**config.mk**
```make
export PLATFORM = sky130hd
export DESIGN_NAME = fiq_ctrl
export DESIGN_NICKNAME = d
export VERILOG_FILES = /design/src/rtl/fiqc_pkg.sv /design/src/rtl/fiqc_sync.sv /design/src/rtl/fiqc_detect.sv /design/src/rtl/fiqc_regs.sv /design/src/rtl/fiq_ctrl.sv
export SDC_FILE = /design/constraint.sdc
export NUM_CORES = 1
export LEC_CHECK = 0
export CORE_UTILIZATION = 45
export CTS_CLUSTER_DIAMETER = 200
export DETAILED_ROUTE_END_ITERATION = 7
export PLACE_DENSITY = 0.8
export SLEW_MARGIN = 5
export SYNTH_ARGS = -nofsm -noshare
export SYNTH_HDL_FRONTEND = slang
export SYNTH_SLANG_ARGS = --single-unit
export TNS_END_PERCENT = 20
```
**constraint.sdc**
```tcl
create_clock -name clk -period 1.12 [get_ports clk]
set_input_delay 0.112 -clock clk [delete_from_list [all_inputs] [get_ports clk]]
set_output_delay 0.112 -clock clk [all_outputs]
set_load 0.05 [all_outputs]
```
**src/rtl/fiqc_pkg.sv**
```systemverilog
package fiqc_pkg;

   // Trigger type encoding, held in mode register bits [1:0]
   typedef enum logic [1:0] {
      TRIG_LOW_LVL  = 2'd0,
      TRIG_POS_EDGE = 2'd1,
      TRIG_HIGH_LVL = 2'd2,
      TRIG_NEG_EDGE = 2'd3
   } trig_e;

   // Word offsets of the register map
   localparam int OFS_MODE = 0;
   localparam int OFS_VEC  = 1;
   localparam int OFS_SET  = 2;
   localparam int OFS_CLR  = 3;
   localparam int OFS_STAT = 4;
   localparam int OFS_ACK  = 5;

   localparam int MIN_ADDR_W = 3;

endpackage

```
**src/rtl/fiqc_sync.sv**
```systemverilog
module fiqc_sync #(
   parameter int STAGES = 2
) (
   input  logic clk,
   input  logic rst_n,
   input  logic d,
   output logic q
);

   logic [STAGES-1:0] chain;

   if (STAGES < 2) begin : g_bad_depth
      $error("fiqc_sync: STAGES must be at least 2");
   end

   for (genvar i = 0; i < STAGES; i++) begin : g_stage
      if (i == 0) begin : g_first
         always_ff @(posedge clk or negedge rst_n) begin
            if (!rst_n) chain[i] <= 1'b0;
            else        chain[i] <= d;
         end
      end else begin : g_next
         always_ff @(posedge clk or negedge rst_n) begin
            if (!rst_n) chain[i] <= 1'b0;
            else        chain[i] <= chain[i-1];
         end
      end
   end

   assign q = chain[STAGES-1];

endmodule

```
**src/rtl/fiqc_detect.sv**
```systemverilog
module fiqc_detect
   import fiqc_pkg::*;
#(
   parameter bit OUT_REG = 1'b0
) (
   input  logic  clk,
   input  logic  rst_n,
   input  logic  lvl,
   input  trig_e trig,
   input  logic  enable,
   input  logic  ack,
   output logic  pending,
   output logic  fiq_n
);

   logic prev_q;
   logic rise, fall, is_edge, hit, lvl_act, req;

   always_ff @(posedge clk or negedge rst_n) begin
      if (!rst_n) prev_q <= 1'b0;
      else        prev_q <= lvl;
   end

   assign rise    = lvl & ~prev_q;
   assign fall    = ~lvl & prev_q;
   assign is_edge = (trig == TRIG_POS_EDGE) || (trig == TRIG_NEG_EDGE);
   assign hit     = ((trig == TRIG_POS_EDGE) && rise) ||
                    ((trig == TRIG_NEG_EDGE) && fall);
   assign lvl_act = (trig == TRIG_HIGH_LVL) ? lvl : ~lvl;

   // A new edge wins over an acknowledge in the same cycle
   always_ff @(posedge clk or negedge rst_n) begin
      if (!rst_n)                pending <= 1'b0;
      else if (hit)              pending <= 1'b1;
      else if (ack && is_edge)   pending <= 1'b0;
   end

   assign req = enable && (is_edge ? pending : lvl_act);

   if (OUT_REG) begin : g_out_flop
      always_ff @(posedge clk or negedge rst_n) begin
         if (!rst_n) fiq_n <= 1'b1;
         else        fiq_n <= ~req;
      end
   end else begin : g_out_comb
      assign fiq_n = ~req;
   end

   // a latched request persists until acknowledged in edge mode
   p_pend_sticky_r6: assert property (@(posedge clk) disable iff (!rst_n)
      (pending && !(ack && is_edge)) |=> pending);

   // an edge-mode acknowledge without a fresh edge clears the request
   p_ack_clear_r10: assert property (@(posedge clk) disable iff (!rst_n)
      (ack && is_edge && !hit) |=> !pending);

   // requests are only latched while an edge trigger type is selected
   p_set_edge_only_r7: assert property (@(posedge clk) disable iff (!rst_n)
      $rose(pending) |-> $past(is_edge));

endmodule

```
**src/rtl/fiqc_regs.sv**
```systemverilog
module fiqc_regs
   import fiqc_pkg::*;
#(
   parameter int ADDR_W  = 3,
   parameter int DATA_W  = 32,
   parameter int VEC_W   = 32,
   parameter int PRIO_W  = 3,
   parameter int PRIO_SH = 4
) (
   input  logic              clk,
   input  logic              rst_n,
   input  logic              wr,
   input  logic              rd,
   input  logic [ADDR_W-1:0] addr,
   input  logic [DATA_W-1:0] wdata,
   output logic [DATA_W-1:0] rdata,
   output trig_e             trig,
   output logic              enable,
   output logic              ack
);

   localparam logic [ADDR_W-1:0] AD_MODE = ADDR_W'(OFS_MODE);
   localparam logic [ADDR_W-1:0] AD_VEC  = ADDR_W'(OFS_VEC);
   localparam logic [ADDR_W-1:0] AD_SET  = ADDR_W'(OFS_SET);
   localparam logic [ADDR_W-1:0] AD_CLR  = ADDR_W'(OFS_CLR);
   localparam logic [ADDR_W-1:0] AD_STAT = ADDR_W'(OFS_STAT);
   localparam logic [ADDR_W-1:0] AD_ACK  = ADDR_W'(OFS_ACK);

   logic [PRIO_W-1:0] prio_q;
   logic [VEC_W-1:0]  vec_q;
   logic [DATA_W-1:0] mode_rd;
   logic              unused_wbits;

   assign unused_wbits = ^wdata;

   always_ff @(posedge clk or negedge rst_n) begin
      if (!rst_n) begin
         trig   <= TRIG_LOW_LVL;
         prio_q <= '0;
         vec_q  <= '0;
         enable <= 1'b0;
      end else if (wr) begin
         if (addr == AD_MODE) begin
            trig   <= trig_e'(wdata[1:0]);
            prio_q <= wdata[PRIO_SH +: PRIO_W];
         end
         if (addr == AD_VEC) vec_q <= wdata[VEC_W-1:0];
         if (addr == AD_SET && wdata[0]) enable <= 1'b1;
         if (addr == AD_CLR && wdata[0]) enable <= 1'b0;
      end
   end

   always_comb begin
      mode_rd                    = '0;
      mode_rd[1:0]               = trig;
      mode_rd[PRIO_SH +: PRIO_W] = prio_q;
   end

   always_comb begin
      rdata = '0;
      if (addr == AD_MODE)                       rdata = mode_rd;
      else if (addr == AD_VEC || addr == AD_ACK) rdata = DATA_W'(vec_q);
      else if (addr == AD_STAT)                  rdata[0] = enable;
   end

   assign ack = rd && (addr == AD_ACK);

   // set command raises the flag
   p_set_cmd_r4: assert property (@(posedge clk) disable iff (!rst_n)
      (wr && addr == AD_SET && wdata[0]) |=> enable);

   // clear command lowers the flag
   p_clr_cmd_r4: assert property (@(posedge clk) disable iff (!rst_n)
      (wr && addr == AD_CLR && wdata[0]) |=> !enable);

   // a zero in bit 0 of a command write leaves the flag alone
   p_cmd_zero_r4: assert property (@(posedge clk) disable iff (!rst_n)
      (wr && (addr == AD_SET || addr == AD_CLR) && !wdata[0]) |=> $stable(enable));

   // a read alone never changes the stored vector
   p_vec_hold_r3: assert property (@(posedge clk) disable iff (!rst_n)
      !wr |=> $stable(vec_q));

endmodule

```
**src/rtl/fiq_ctrl.sv**
```systemverilog
module fiq_ctrl
   import fiqc_pkg::*;
#(
   parameter int ADDR_W      = 3,
   parameter int DATA_W      = 32,
   parameter int VEC_W       = 32,
   parameter int PRIO_W      = 3,
   parameter int SYNC_STAGES = 2,
   parameter bit OUT_REG     = 1'b0
) (
   input  logic              clk,
   input  logic              rst_n,
   input  logic              reg_wr,
   input  logic              reg_rd,
   input  logic [ADDR_W-1:0] reg_addr,
   input  logic [DATA_W-1:0] reg_wdata,
   output logic [DATA_W-1:0] reg_rdata,
   input  logic              src_in,
   output logic              fiq_n
);

   localparam int PRIO_SH = 4;

   if (ADDR_W < MIN_ADDR_W) begin : g_bad_addr
      $error("fiq_ctrl: ADDR_W too small for the register map");
   end
   if (VEC_W > DATA_W || VEC_W < 1) begin : g_bad_vec
      $error("fiq_ctrl: VEC_W must lie in 1..DATA_W");
   end
   if (PRIO_SH + PRIO_W > DATA_W || PRIO_W < 1) begin : g_bad_prio
      $error("fiq_ctrl: priority field does not fit the data word");
   end

   trig_e trig;
   logic  en_q, ack, lvl_s, pend;

   fiqc_regs #(
      .ADDR_W (ADDR_W),
      .DATA_W (DATA_W),
      .VEC_W  (VEC_W),
      .PRIO_W (PRIO_W),
      .PRIO_SH(PRIO_SH)
   ) u_regs (
      .clk   (clk),
      .rst_n (rst_n),
      .wr    (reg_wr),
      .rd    (reg_rd),
      .addr  (reg_addr),
      .wdata (reg_wdata),
      .rdata (reg_rdata),
      .trig  (trig),
      .enable(en_q),
      .ack   (ack)
   );

   fiqc_sync #(
      .STAGES(SYNC_STAGES)
   ) u_sync (
      .clk  (clk),
      .rst_n(rst_n),
      .d    (src_in),
      .q    (lvl_s)
   );

   fiqc_detect #(
      .OUT_REG(OUT_REG)
   ) u_detect (
      .clk    (clk),
      .rst_n  (rst_n),
      .lvl    (lvl_s),
      .trig   (trig),
      .enable (en_q),
      .ack    (ack),
      .pending(pend),
      .fiq_n  (fiq_n)
   );

   // a disabled source never drives the request line
   p_masked_idle_r11: assert property (@(posedge clk) disable iff (!rst_n)
      (!en_q && !$past(en_q)) |-> fiq_n);

   // Bus protocol assumption: one strobe at a time
   p_one_strobe_r3: assert property (@(posedge clk) disable iff (!rst_n)
      !(reg_wr && reg_rd));

endmodule

```
==> impl_metrics.yaml <==
sta:
  timing.final.ws_setup_ns: -0.3316
  hold_viol: 0
  setup_viol: 6
  rsz0062_at_grt: "true"
  tns_ns: -1.097
  fin_crit_sh_pct: 129.6
  timing.hold.ws_ns: 0.1967
  period_minus_slack_ns: 1.452
  drv_slew: 0
  max_slew_margin_pct: 73.62
  tightest_slew_ns: 0.3941
  fmax_ghz: 0.6889
  fin_worst_skew_ns: 0.001266
die:
  start_util_pct: 46.95
  coreArea_mm2: 0.004354
  die_area_mm2: 0.004817
  io_pins: 73
  die_width_um: 69.41
  num_rows: 24
  die_h_um: 69.41
worst_setup_path:
  cp.arrival_ns: 1.34
  critPathRequiredTime_ns: 1.01
  r2r_cells: 3
  worst-path-max-fanout: 2
  startpoint_type: "flop"
  crit_type: "reg2out"
  critPathCaptureType: "primary output"
cells_and_area:
  final_cell_mix: "dfrtp_1 (42), buf_12 (36), clkdlybuf4s50_1 (34)"
  fin_nets: 273
  final_area_mm2: 0.003505
  area_growth_pct: 71.42
  layout.cells.most_common: "dfrtp_1"
  drive_gt1_share_pct: 61.11
  antenna_cells: 0
global_routing:
  antenna_found_initial: 0
  grt_pass1_wl_mm: 8.211
  track_usage_pct: 22.32
  first_global_vias: 1598
  grt_max_degree: 43
  grt-ovfl-total: 0
place:
  dpl-instance-area_mm2: 0.003204
  gp_congestion: 0.8698
  place_hpwl_mm: 3.322
  port_buffers: 72
  place_ws_ns: -0.5853
synth:
  syn_area_per_cell_um2: 14.40
  netlist_instances: 142
  synth_top_area_cell: "dfrtp_1"
  synth-seq-cells: 42
  yosysWarnings: 0
  syn-num-nets: 182
  seq_area_frac_synth_pct: 51.41
  synthTopCellsByArea: "dfrtp_1 (51%), mux2_4 (22%), and2_1 (8.3%)"
  synth_top_area_share_pct: 51.41
  netlist_area_mm2: 0.002044
  synth_cell_types: 21
power:
  power_density_mw_per_mm2: 1434
  power_uw: 5026
  vdd_drop_max_uv: 920.3
  p_leak_uw: 0.001550
routing:
  drtIter0Drc: 60
  drc: 0
  ant_nets: 0
  dr.pass1.iters: 4
  vias: 1471
  post_drt_wl_per_cell_um: 17.68
  via_per_inst: 5.143
  wirelength_mm: 5.056
cts:
  cts_root_buffer: "clkbuf_8"
  cts_buffers: 5
  clock_latency_ns: 0.29
  cts.path.max_buffers: 2
  clk_pin_slew_ns: 0.08
  clock_sinks: 42
  cts_tree: "done"
  htreeDepth: 2
flow_run:
  drv_cap: 0
hold_path:
  worstHoldPathType: "in2reg"
  hold_depth: 3
outcome:
  failed_checks: "setup timing"
  outcome: "finished with violations"
## cells by family after synthesis
| logic type | Yosys count | share of synthesized area [%] |
|---|---|---|
| DFF | 42 | 51.41 |
| buffers and inverters | 9 | 5.141 |
| muxes | 39 | 26.93 |
| xor gates and xnor gates | 1 | 0.4285 |
| AOI/OAI and AO/OA | 8 | 2.693 |
| and+or+nand+nor | 43 | 13.40 |
## registers in the layout, indices dropped and copies added, names as in the netlist
signal / count
u_regs.trig: 2
u_detect.prev_q: 1
u_detect.pending: 1
u_sync.chain: 1
u_regs.vec_q: 32
u_regs.prio_q: 3
u_regs.enable: 1
u_sync.q: 1
## per-layer routing
metal,wire length [um],up-vias,global-route usage [%]
li1,-,665,-
met1,2019,748,25.96
met2,2737,49,39.59
met4,88,0,9.977
met5,0,-,0
met3,211,9,4.360
## synthesized netlist by cell type, drive strengths merged
library cell,n
and3b,1
nor2,6
mux2,38
nand4b,1
o21ai,2
nand2,4
and2,27
nor4b,1
a22o,1
nand2b,1
a22oi,4
o22ai,1
buf,6
nand4,1
nor2b,1
dfrtp,42
mux2i,1
xor2,1
clkbuf,3
## through the flow
stage	utilization (%)	cells
floorplan	-	142
global placement	73.59	269
detailed placement	73.59	269
CTS	79.17	284
global route	80.49	286
finish	80.49	286
## cell type report
cell class / count / area (um2)
Clock inverter: 1 / 5.005
Clock buffer: 7 / 86.33
Timing Repair Buffer: 93 / 1284
Fill cell: 231 / 849.6
Multi-Input combinational cell: 91 / 1013
Sequential cell: 42 / 1051
Tap cell: 52 / 65.06
## critical path, cell delays in order (launching register included)
cell	delay, ns
dfrtp_1	0.39
mux2_4	0.29
mux2i_4	0.16
nor2_2	0.06
buf_6	0.15
## where the power goes
group          total (uW)  internal [uW]  switching (uW)
combinational        1980           1170             808
sequential           2060           1840             219
clock                 990            497             493
## path summary, 6_finish.rpt
kind,from,endpoint,slack (ns)
max,u_regs.trig[0],reg_rdata[0],-0.33
min,reg_addr[2],u_detect.pending,0.20
max in group asynchronous,rst_n,u_regs.vec_q[13],0.60
min in group asynchronous,rst_n,u_detect.prev_q,0.30
max reg2reg,u_regs.vec_q[6],u_regs.vec_q[6],0.07
min reg2reg,u_sync.chain[0],u_sync.q,0.36
## what timing repair did
| item | CTS | global route |
|---|---|---|
| setup endpoints to repair | 71 | 34 |
| hold endpoints to repair | 42 | 0 |
| hold buffers | 1 | 0 |
| gates resized for setup | 45 | 17 |
| cloned | 1 | 0 |
| setup buffers | 5 | 2 |
| pin swaps | 7 | 5 |
No activity file was read; power rests on OpenSTA's default activity.
